File: src/rtl/ivec_pkg.sv
package ivec_pkg;
  localparam int CTRL_W    = 8;
  localparam int BIT_LINE2 = 7;
  localparam int BIT_LINE1 = 6;
  localparam int BIT_PLACE = 1;
  localparam int BIT_UNLK  = 0;

  typedef struct packed {
    logic line2_en;
    logic line1_en;
    logic place;
    logic unlk;
  } ctrl_t;
endpackage

File: src/rtl/ivec_regs.sv
module ivec_regs
  import ivec_pkg::*;
#(
  parameter int WIN_CYC = 4
) (
  input  logic              clk,
  input  logic              rst,
  input  logic              wr_en,
  input  logic [CTRL_W-1:0] wr_data,
  input  logic              instr_done,
  output ctrl_t             ctrl,
  output logic              open_now,
  output logic              post_hold
);
  localparam int CNT_W = $clog2(WIN_CYC + 1);

  logic [CNT_W-1:0] win_left;
  logic             place_wr;
  logic             unused_rsvd;

  assign unused_rsvd = ^wr_data[5:2];
  assign open_now    = wr_en & wr_data[BIT_UNLK];
  assign place_wr    = wr_en & ctrl.unlk & ~wr_data[BIT_UNLK];

  always_ff @(posedge clk) begin
    if (rst) begin
      ctrl      <= '0;
      win_left  <= '0;
      post_hold <= 1'b0;
    end else begin
      if (wr_en) begin
        ctrl.line1_en <= wr_data[BIT_LINE1];
        ctrl.line2_en <= wr_data[BIT_LINE2];
      end
      if (open_now) begin
        ctrl.unlk <= 1'b1;
        win_left  <= CNT_W'(WIN_CYC - 1);
      end else if (place_wr) begin
        ctrl.place <= wr_data[BIT_PLACE];
        ctrl.unlk  <= 1'b0;
        win_left   <= '0;
      end else if (ctrl.unlk) begin
        if (win_left <= CNT_W'(1)) begin
          ctrl.unlk <= 1'b0;
          win_left  <= '0;
        end else begin
          win_left <= win_left - CNT_W'(1);
        end
      end
      if (place_wr)
        post_hold <= 1'b1;
      else if (instr_done)
        post_hold <= 1'b0;
    end
  end
endmodule

File: src/rtl/ivec_prio.sv
module ivec_prio #(
  parameter int NUM_SRC = 18,
  parameter int IDX_W   = $clog2(NUM_SRC + 1)
) (
  input  logic [NUM_SRC-1:0] req,
  output logic               any,
  output logic [IDX_W-1:0]   idx
);
  always_comb begin
    idx = '0;
    for (int i = NUM_SRC - 1; i >= 0; i--) begin
      if (req[i]) idx = IDX_W'(i + 1);
    end
  end
  assign any = |req;
endmodule

File: src/rtl/ivec_guard.sv
module ivec_guard (
  input  logic open_now,
  input  logic unlk,
  input  logic post_hold,
  input  logic place,
  input  logic lock_app,
  input  logic lock_boot,
  input  logic pc_in_boot,
  output logic hold
);
  logic lock_hit;

  assign lock_hit = (place & lock_app & ~pc_in_boot) |
                    (~place & lock_boot & pc_in_boot);
  assign hold     = open_now | unlk | post_hold | lock_hit;
endmodule

File: src/rtl/ivec_ctrl.sv
module ivec_ctrl
  import ivec_pkg::*;
#(
  parameter int NUM_SRC = 18,
  parameter int ADDR_W  = 12,
  parameter int WIN_CYC = 4
) (
  input  logic               clk,
  input  logic               rst,
  input  logic               reg_wr_en,
  input  logic [CTRL_W-1:0]  reg_wr_data,
  input  logic               instr_done,
  input  logic [NUM_SRC-1:0] irq_req,
  input  logic [NUM_SRC-1:0] irq_en,
  input  logic               gie,
  input  logic               boot_rst_cfg,
  input  logic [ADDR_W-1:0]  boot_start,
  input  logic               lock_app,
  input  logic               lock_boot,
  input  logic               pc_in_boot,
  output logic [ADDR_W-1:0]  rst_addr,
  output logic               take,
  output logic [ADDR_W-1:0]  vec_addr
);
  localparam int IDX_W = $clog2(NUM_SRC + 1);

  ctrl_t              ctrl;
  logic               open_now;
  logic               post_hold;
  logic               hold;
  logic               chg_en;
  logic               vec_sel;
  logic [NUM_SRC-1:0] live_req;
  logic               any_req;
  logic [IDX_W-1:0]   win_idx;
  logic               fire;
  logic [ADDR_W-1:0]  tbl_base;
  logic [ADDR_W-1:0]  vec_next;
  logic [ADDR_W-1:0]  rst_next;

  ivec_regs #(.WIN_CYC(WIN_CYC)) u_regs (
    .clk(clk), .rst(rst), .wr_en(reg_wr_en), .wr_data(reg_wr_data),
    .instr_done(instr_done), .ctrl(ctrl), .open_now(open_now),
    .post_hold(post_hold)
  );

  assign chg_en  = ctrl.unlk;
  assign vec_sel = ctrl.place;

  always_comb begin
    live_req    = irq_req & irq_en;
    live_req[0] = live_req[0] & ctrl.line1_en;
    live_req[1] = live_req[1] & ctrl.line2_en;
  end

  ivec_prio #(.NUM_SRC(NUM_SRC), .IDX_W(IDX_W)) u_prio (
    .req(live_req), .any(any_req), .idx(win_idx)
  );

  ivec_guard u_guard (
    .open_now(open_now), .unlk(chg_en), .post_hold(post_hold),
    .place(vec_sel), .lock_app(lock_app), .lock_boot(lock_boot),
    .pc_in_boot(pc_in_boot), .hold(hold)
  );

  assign fire     = gie & instr_done & ~hold & any_req;
  assign tbl_base = vec_sel ? boot_start : '0;
  assign vec_next = tbl_base + ADDR_W'(win_idx);
  assign rst_next = boot_rst_cfg ? '0 : boot_start;

  always_ff @(posedge clk) begin
    if (rst) begin
      take     <= 1'b0;
      vec_addr <= '0;
      rst_addr <= rst_next;
    end else begin
      take     <= fire;
      rst_addr <= rst_next;
      if (fire) vec_addr <= vec_next;
    end
  end
endmodule

File: config.mk
export PLATFORM = sky130hd
export DESIGN_NAME = ivec_ctrl
export DESIGN_NICKNAME = d
export VERILOG_FILES = /design/src/rtl/ivec_pkg.sv /design/src/rtl/ivec_regs.sv /design/src/rtl/ivec_prio.sv /design/src/rtl/ivec_guard.sv /design/src/rtl/ivec_ctrl.sv
export SDC_FILE = /design/constraint.sdc
export NUM_CORES = 1
export LEC_CHECK = 0
export BUFFER_PORTS_ARGS = -buffer_cell sky130_fd_sc_hd__buf_2
export CORE_AREA = 2 2 69 71
export CTS_BUF_LIST = sky130_fd_sc_hd__clkbuf_4 sky130_fd_sc_hd__clkbuf_8
export DETAILED_ROUTE_END_ITERATION = 8
export DIE_AREA = 0 0 71 73
export PLACE_DENSITY = 0.74
export SLEW_MARGIN = 20
export SYNTH_ARGS = -nofsm -noshare
export SYNTH_HDL_FRONTEND = slang
export SYNTH_SLANG_ARGS = --single-unit
File: constraint.sdc
create_clock -name clk -period 6 [get_ports clk]
set_input_delay 1.2 -clock clk [delete_from_list [all_inputs] [get_ports clk]]
set_output_delay 1.2 -clock clk [all_outputs]
set_load 0.01 [all_outputs]
-- Word level (Yosys, flattened, before mapping)
Cells that the tools add are included.
- div/mod/pow operators: 0
- bitwise logic cells: 22
- $add $sub $neg: 2
- shift operators: 0
- reductions and logical operators: 5
- muxes and demuxes: 29
- order comparisons: 1
- eq/ne operators: 0
- multiply operators: 0
- operators by type and width (cell ; number):
    5-bit two-way mux ; 18
    18-bit bitwise AND ; 1
    18-bit OR reduction ; 1
    12-bit by 5-bit adder with 12-bit output ; 1
    1-bit bitwise AND ; 12
    12-bit two-way mux ; 1
    1-bit two-way mux ; 6
    2-bit two-way mux ; 3
    1-bit inverter ; 5
    1-bit bitwise OR ; 4
    3-bit by 1-bit less-or-equal comparator with 1-bit output, second input constant ; 1
    3-bit two-way mux ; 1
    3-bit nonzero test ; 1
    3-bit OR reduction ; 1
    3-bit by 1-bit subtractor with 3-bit output, second input constant ; 1
    2-bit AND reduction ; 1
    2-bit nonzero test ; 1
- memories: 0
- output and inout port bits: 25
- flip-flop bits (word level): 33
- memory bits (read-only): 0
- bits in writable memories: 0
- bits in latches: 0
- logic and storage cells: 69
- input port bits: 65

-- Logic depth before layout (Yosys ltp)
- word-level depth: 20
- depth in mapped cells: 15
- gate-level depth less buffers: 15

-- Cells and area by module
A second synthesis with hierarchy kept.
- cells, all modules: 218
- area total of the unflattened synthesis: 1868.0 um^2
- modules (own cells, without submodules) (module ; times used ; area each (um^2) ; cells each):
    ivec_ctrl ; 1 ; 1270.0 ; 140
    ivec_regs ; 1 ; 364.1 ; 38
    ivec_prio ; 1 ; 203.9 ; 36
    ivec_guard ; 1 ; 30.0 ; 4

-- Least setup slack after synthesis
No wires, ideal clock.
- path kind: input -> register
- start: input irq_req[14]
- end: register vec_addr[11]
- slack: 2.487 ns
- library setup time: 0.117 ns
- path buffers: 0
- stages on the path: 13
- arrival: 3.396 ns
- data required time: 5.883 ns
- cell sequence: a22o_1 -> a41oi_1 -> nor2_1 -> o21bai_1 -> a31oi_1 -> o21a_1 -> ha_1 -> a211oi_1 -> o21bai_1 -> a21oi_1 -> nor2_1 -> xor2_1 -> a32o_1
- longest elaborated chain between the ends: 17
- elaborated cells on any way between the ends: 19
- RTL lines (what ; line ; source):
    from (decl) ; ivec_ctrl.sv:13 ; input logic [NUM_SRC-1:0] irq_req,
    18-bit bitwise AND * ; ivec_ctrl.sv:51 ; live_req = irq_req & irq_en;
    5-bit two-way mux (15 in series) ; ivec_prio.sv:12 ; if (req[i]) idx = IDX_W'(i + 1);
    12-bit by 5-bit adder with 12-bit output ; ivec_ctrl.sv:68 ; assign vec_next = tbl_base + ADDR_W'(win_idx);
    to (signal assigned) ; ivec_ctrl.sv:79 ; if (fire) vec_addr <= vec_next;
    to (decl) ; ivec_ctrl.sv:23 ; output logic [ADDR_W-1:0] vec_addr
Mark *: on every way between the ends. The rest lies on a longest branch, timed or not.
A chain may end at the register's enable or synchronous reset.

-- Worst setup path in the final report
Ends and elaborated chain as after synthesis.

==> results.sh <==
export IMPL_status="completed"
export IMPL_place_inst=335
export IMPL_max_slew_margin_pct=68.93
export IMPL_first_global_vias=1675
export IMPL_synth_area_um2=1847
export IMPL_post_cts_buffers=0
export IMPL_critPathRequiredTime_ps=6170
export IMPL_place_ws_ps=2087
export IMPL_worstSetupStartpointType="input port"
export IMPL_cts_hold_fix_buffers=0
export IMPL_die_h_um=73
export IMPL_synth_common_cells="dfxtp_1 (33), nor2_1 (19), nand2_1 (17)"
export IMPL_yosysWarningCount=0
export IMPL_cp_cell_sequence="buf_2 > a22o_1 > a41oi_1 > nor2_1 > o21bai_1 > a31oi_1 > o21a_1 > ha_1 > a211oi_1 > o21bai_1 > a21oi_1 > nor2_1 > xor2_1 > a32o_1"
export IMPL_syn_num_nets=275
export IMPL_sw_frac_of_total_pct=25.64
export IMPL_grt_pass1_wl_um=6941
export IMPL_area_growth_pct=30.08
export IMPL_clock_sinks=33
export IMPL_finalCritPeriodShare_pct=59.87
export IMPL_intPower_uw=375.2
export IMPL_comb_power_share_pct=18.1
export IMPL_cts_made_buffers=5
export IMPL_cts_htree_levels=2
export IMPL_netlist_instances=202
export IMPL_synth_edf_count=0
export IMPL_fin_crit_ps=3592
export IMPL_crit_buf_inv=1
export IMPL_synth_top_area_share_pct=35.77
export IMPL_slowest_delay_ps=340
export IMPL_arrival_ps=3770
export IMPL_clock_root_buffer="clkbuf_8"
export IMPL_synth_area_top_cells="dfxtp_1 (36%), ha_1 (4.7%), nor2b_1 (4.7%)"
export IMPL_syn_avg_cell_area_um2=9.142
export IMPL_hpwlAfterDp_um=3366
export IMPL_layout_cells_non_filler=343
export IMPL_vias=1779
export IMPL_clkPwrFrac_pct=36.1
export IMPL_wire_per_inst_um=12.36
export IMPL_ant_nets=0
export IMPL_viasPerCell=5.187
export IMPL_hold_viol_final=0
export IMPL_clock_tree_buffer_depth=2
export IMPL_synth_seq_cells=33
export IMPL_yosysTopAreaCell="dfxtp_1"
export IMPL_cp_slowest_cell="a21oi_1"
export IMPL_utilization_pct=52.97
export IMPL_ios=90
export IMPL_synth_most_common_cell="dfxtp_1"
export IMPL_critPathKind="input port to register"
export IMPL_overflow=0
export IMPL_track_usage_pct=16.72
export IMPL_timing_final_ws_setup_ps=2408
export IMPL_core_um2=4536
export IMPL_total_switching_power_uw=129.4
export IMPL_ir_drop_uv=75.05
export IMPL_crit_fanout=4
export IMPL_fillers=451
export IMPL_final_area_um2=2402
export IMPL_setup_tns_ps=0
export IMPL_synth_cell_types=48
export IMPL_grt_max_degree=23
export IMPL_worst_pin_slew_ps=466.0
export IMPL_initial_core_util_pct=40.72
export IMPL_fmax_mhz=278.4
export IMPL_cp_end_kind="register"
export IMPL_leakage_nw=1.153
export IMPL_drt_iter0_drc=73
export IMPL_firstDrtPassIters=4
export IMPL_finalMaxSlewViolations=0
export IMPL_path_clk_slew_ps=70
export IMPL_drive_gt1_share_pct=36.33
export IMPL_wl_um=4241
export IMPL_seqPwrFrac_pct=45.8
export IMPL_drcViolationCount=0
export IMPL_post_dp_cell_area_um2=2301
export IMPL_nNetsFinal=361
export IMPL_io_buffers=85
export IMPL_hold_path_class="register to register"
export IMPL_n_antenna_cell=0
export IMPL_gp_congestion=0.7808
export IMPL_skew_ps=3.335
export IMPL_rows=25
export IMPL_clock_latency_ps=280
export IMPL_rsz0062_at_grt="false"
export IMPL_ys_flop_type="dfxtp_1"
export IMPL_power_density_nw_per_um2=210.0
export IMPL_async_flop_share_pct=0
export IMPL_cap_violations=0
export IMPL_cp_top_family="compound AO/OA/AOI/OAI gates"
export IMPL_antenna_found_initial=0
export IMPL_yosysSeqAreaShare_pct=35.77
export IMPL_cts_repair_resized=0
export IMPL_die_w_um=71
export IMPL_die_area_um2=5183
export IMPL_setup_viol=0
export IMPL_cts_tree="built"
[cell usage in the layout (no fill, tap or decap), types with 6 or more instances in the layout]
cell type / Yosys / routed
a21oi_1: 10 / 10
a22o_1: 6 / 6
buf_2: 1 / 85
clkbuf_8: 0 / 7
dfxtp_1: 33 / 33
ha_1: 7 / 7
mux2i_1: 8 / 8
nand2_1: 17 / 17
nand3_1: 6 / 6
nand3b_1: 6 / 6
nor2_1: 19 / 19
nor2b_1: 14 / 14
[path summary, 6_finish.rpt]
path                                                   from                         to  slack (ps)  depth (start not counted)
worst min-delay path               vec_addr[7]$_SDFFE_PP0P_   vec_addr[7]$_SDFFE_PP0P_         490                          2
worst max-delay path                            irq_req[14]  vec_addr[11]$_SDFFE_PP0P_        2410                         14
worst max register to register  u_regs.ctrl[3]$_SDFFE_PP0P_  vec_addr[11]$_SDFFE_PP0P_        3530                         10
worst min register to register     vec_addr[7]$_SDFFE_PP0P_   vec_addr[7]$_SDFFE_PP0P_         490                          2
[stage by stage]
step	hold WS, ps	power, mW
4_1_cts	494.6	0.5093
2_1_floorplan	460.0	0.2893
3_3_place_gp	471.9	0.3262
5_1_grt	510.1	0.5302
3_5_place_dp	477.7	0.3277
6_report	490.6	0.5046
[final cells by class]
class | instances | area [um2] | area share, %
timing repair buffer | 85 | 425.4 | 17.71
clock buffer | 7 | 96.34 | 4.010
multi-input combinational | 158 | 1129 | 46.98
inverter | 5 | 18.77 | 0.7813
tap | 54 | 67.56 | 2.813
clock inverter | 1 | 5.005 | 0.2083
sequential | 33 | 660.6 | 27.50
[flip-flops by register name, summed over array words and instances, names as in the netlist]
signal	cells
u_regs.win_left	3
u_regs.ctrl	4
rst_addr	12
vec_addr	12
take	1
u_regs.post_hold	1
[power groups by stage]
stage	logic (mW)	registers [mW]	clock network, mW
5_1_grt	0.102	0.232	0.196
3_3_place_gp	0.0907	0.236	0
6_report	0.0913	0.231	0.182
4_1_cts	0.0921	0.231	0.186
2_1_floorplan	0.0509	0.238	0
3_5_place_dp	0.0917	0.236	0
[logic make-up after synthesis]
group,count (synthesis),share of synthesized area [%]
adder cells (fa/ha/maj),8,5.826
flip-flops,33,35.77
buffers and inverters,11,3.116
AO/OA/AOI/OAI,49,19.11
AND/OR/NAND/NOR,83,26.96
multiplexers,9,4.946
XOR/XNOR,9,4.268
[metal layers]
metal	routed length [um]	GRT usage [%]	vias up
met2	2032	30.22	67
met1	1795	18.51	801
met5	0	0	-
met3	333	4.696	9
li1	-	-	902
met4	80	6.709	0
[worst min-delay path, stage by stage, from the launching register on]
cell and delay, ps:
dfxtp_1 310, nand3b_1 70, o31ai_1 60
(Power assumes the default switching activity.)
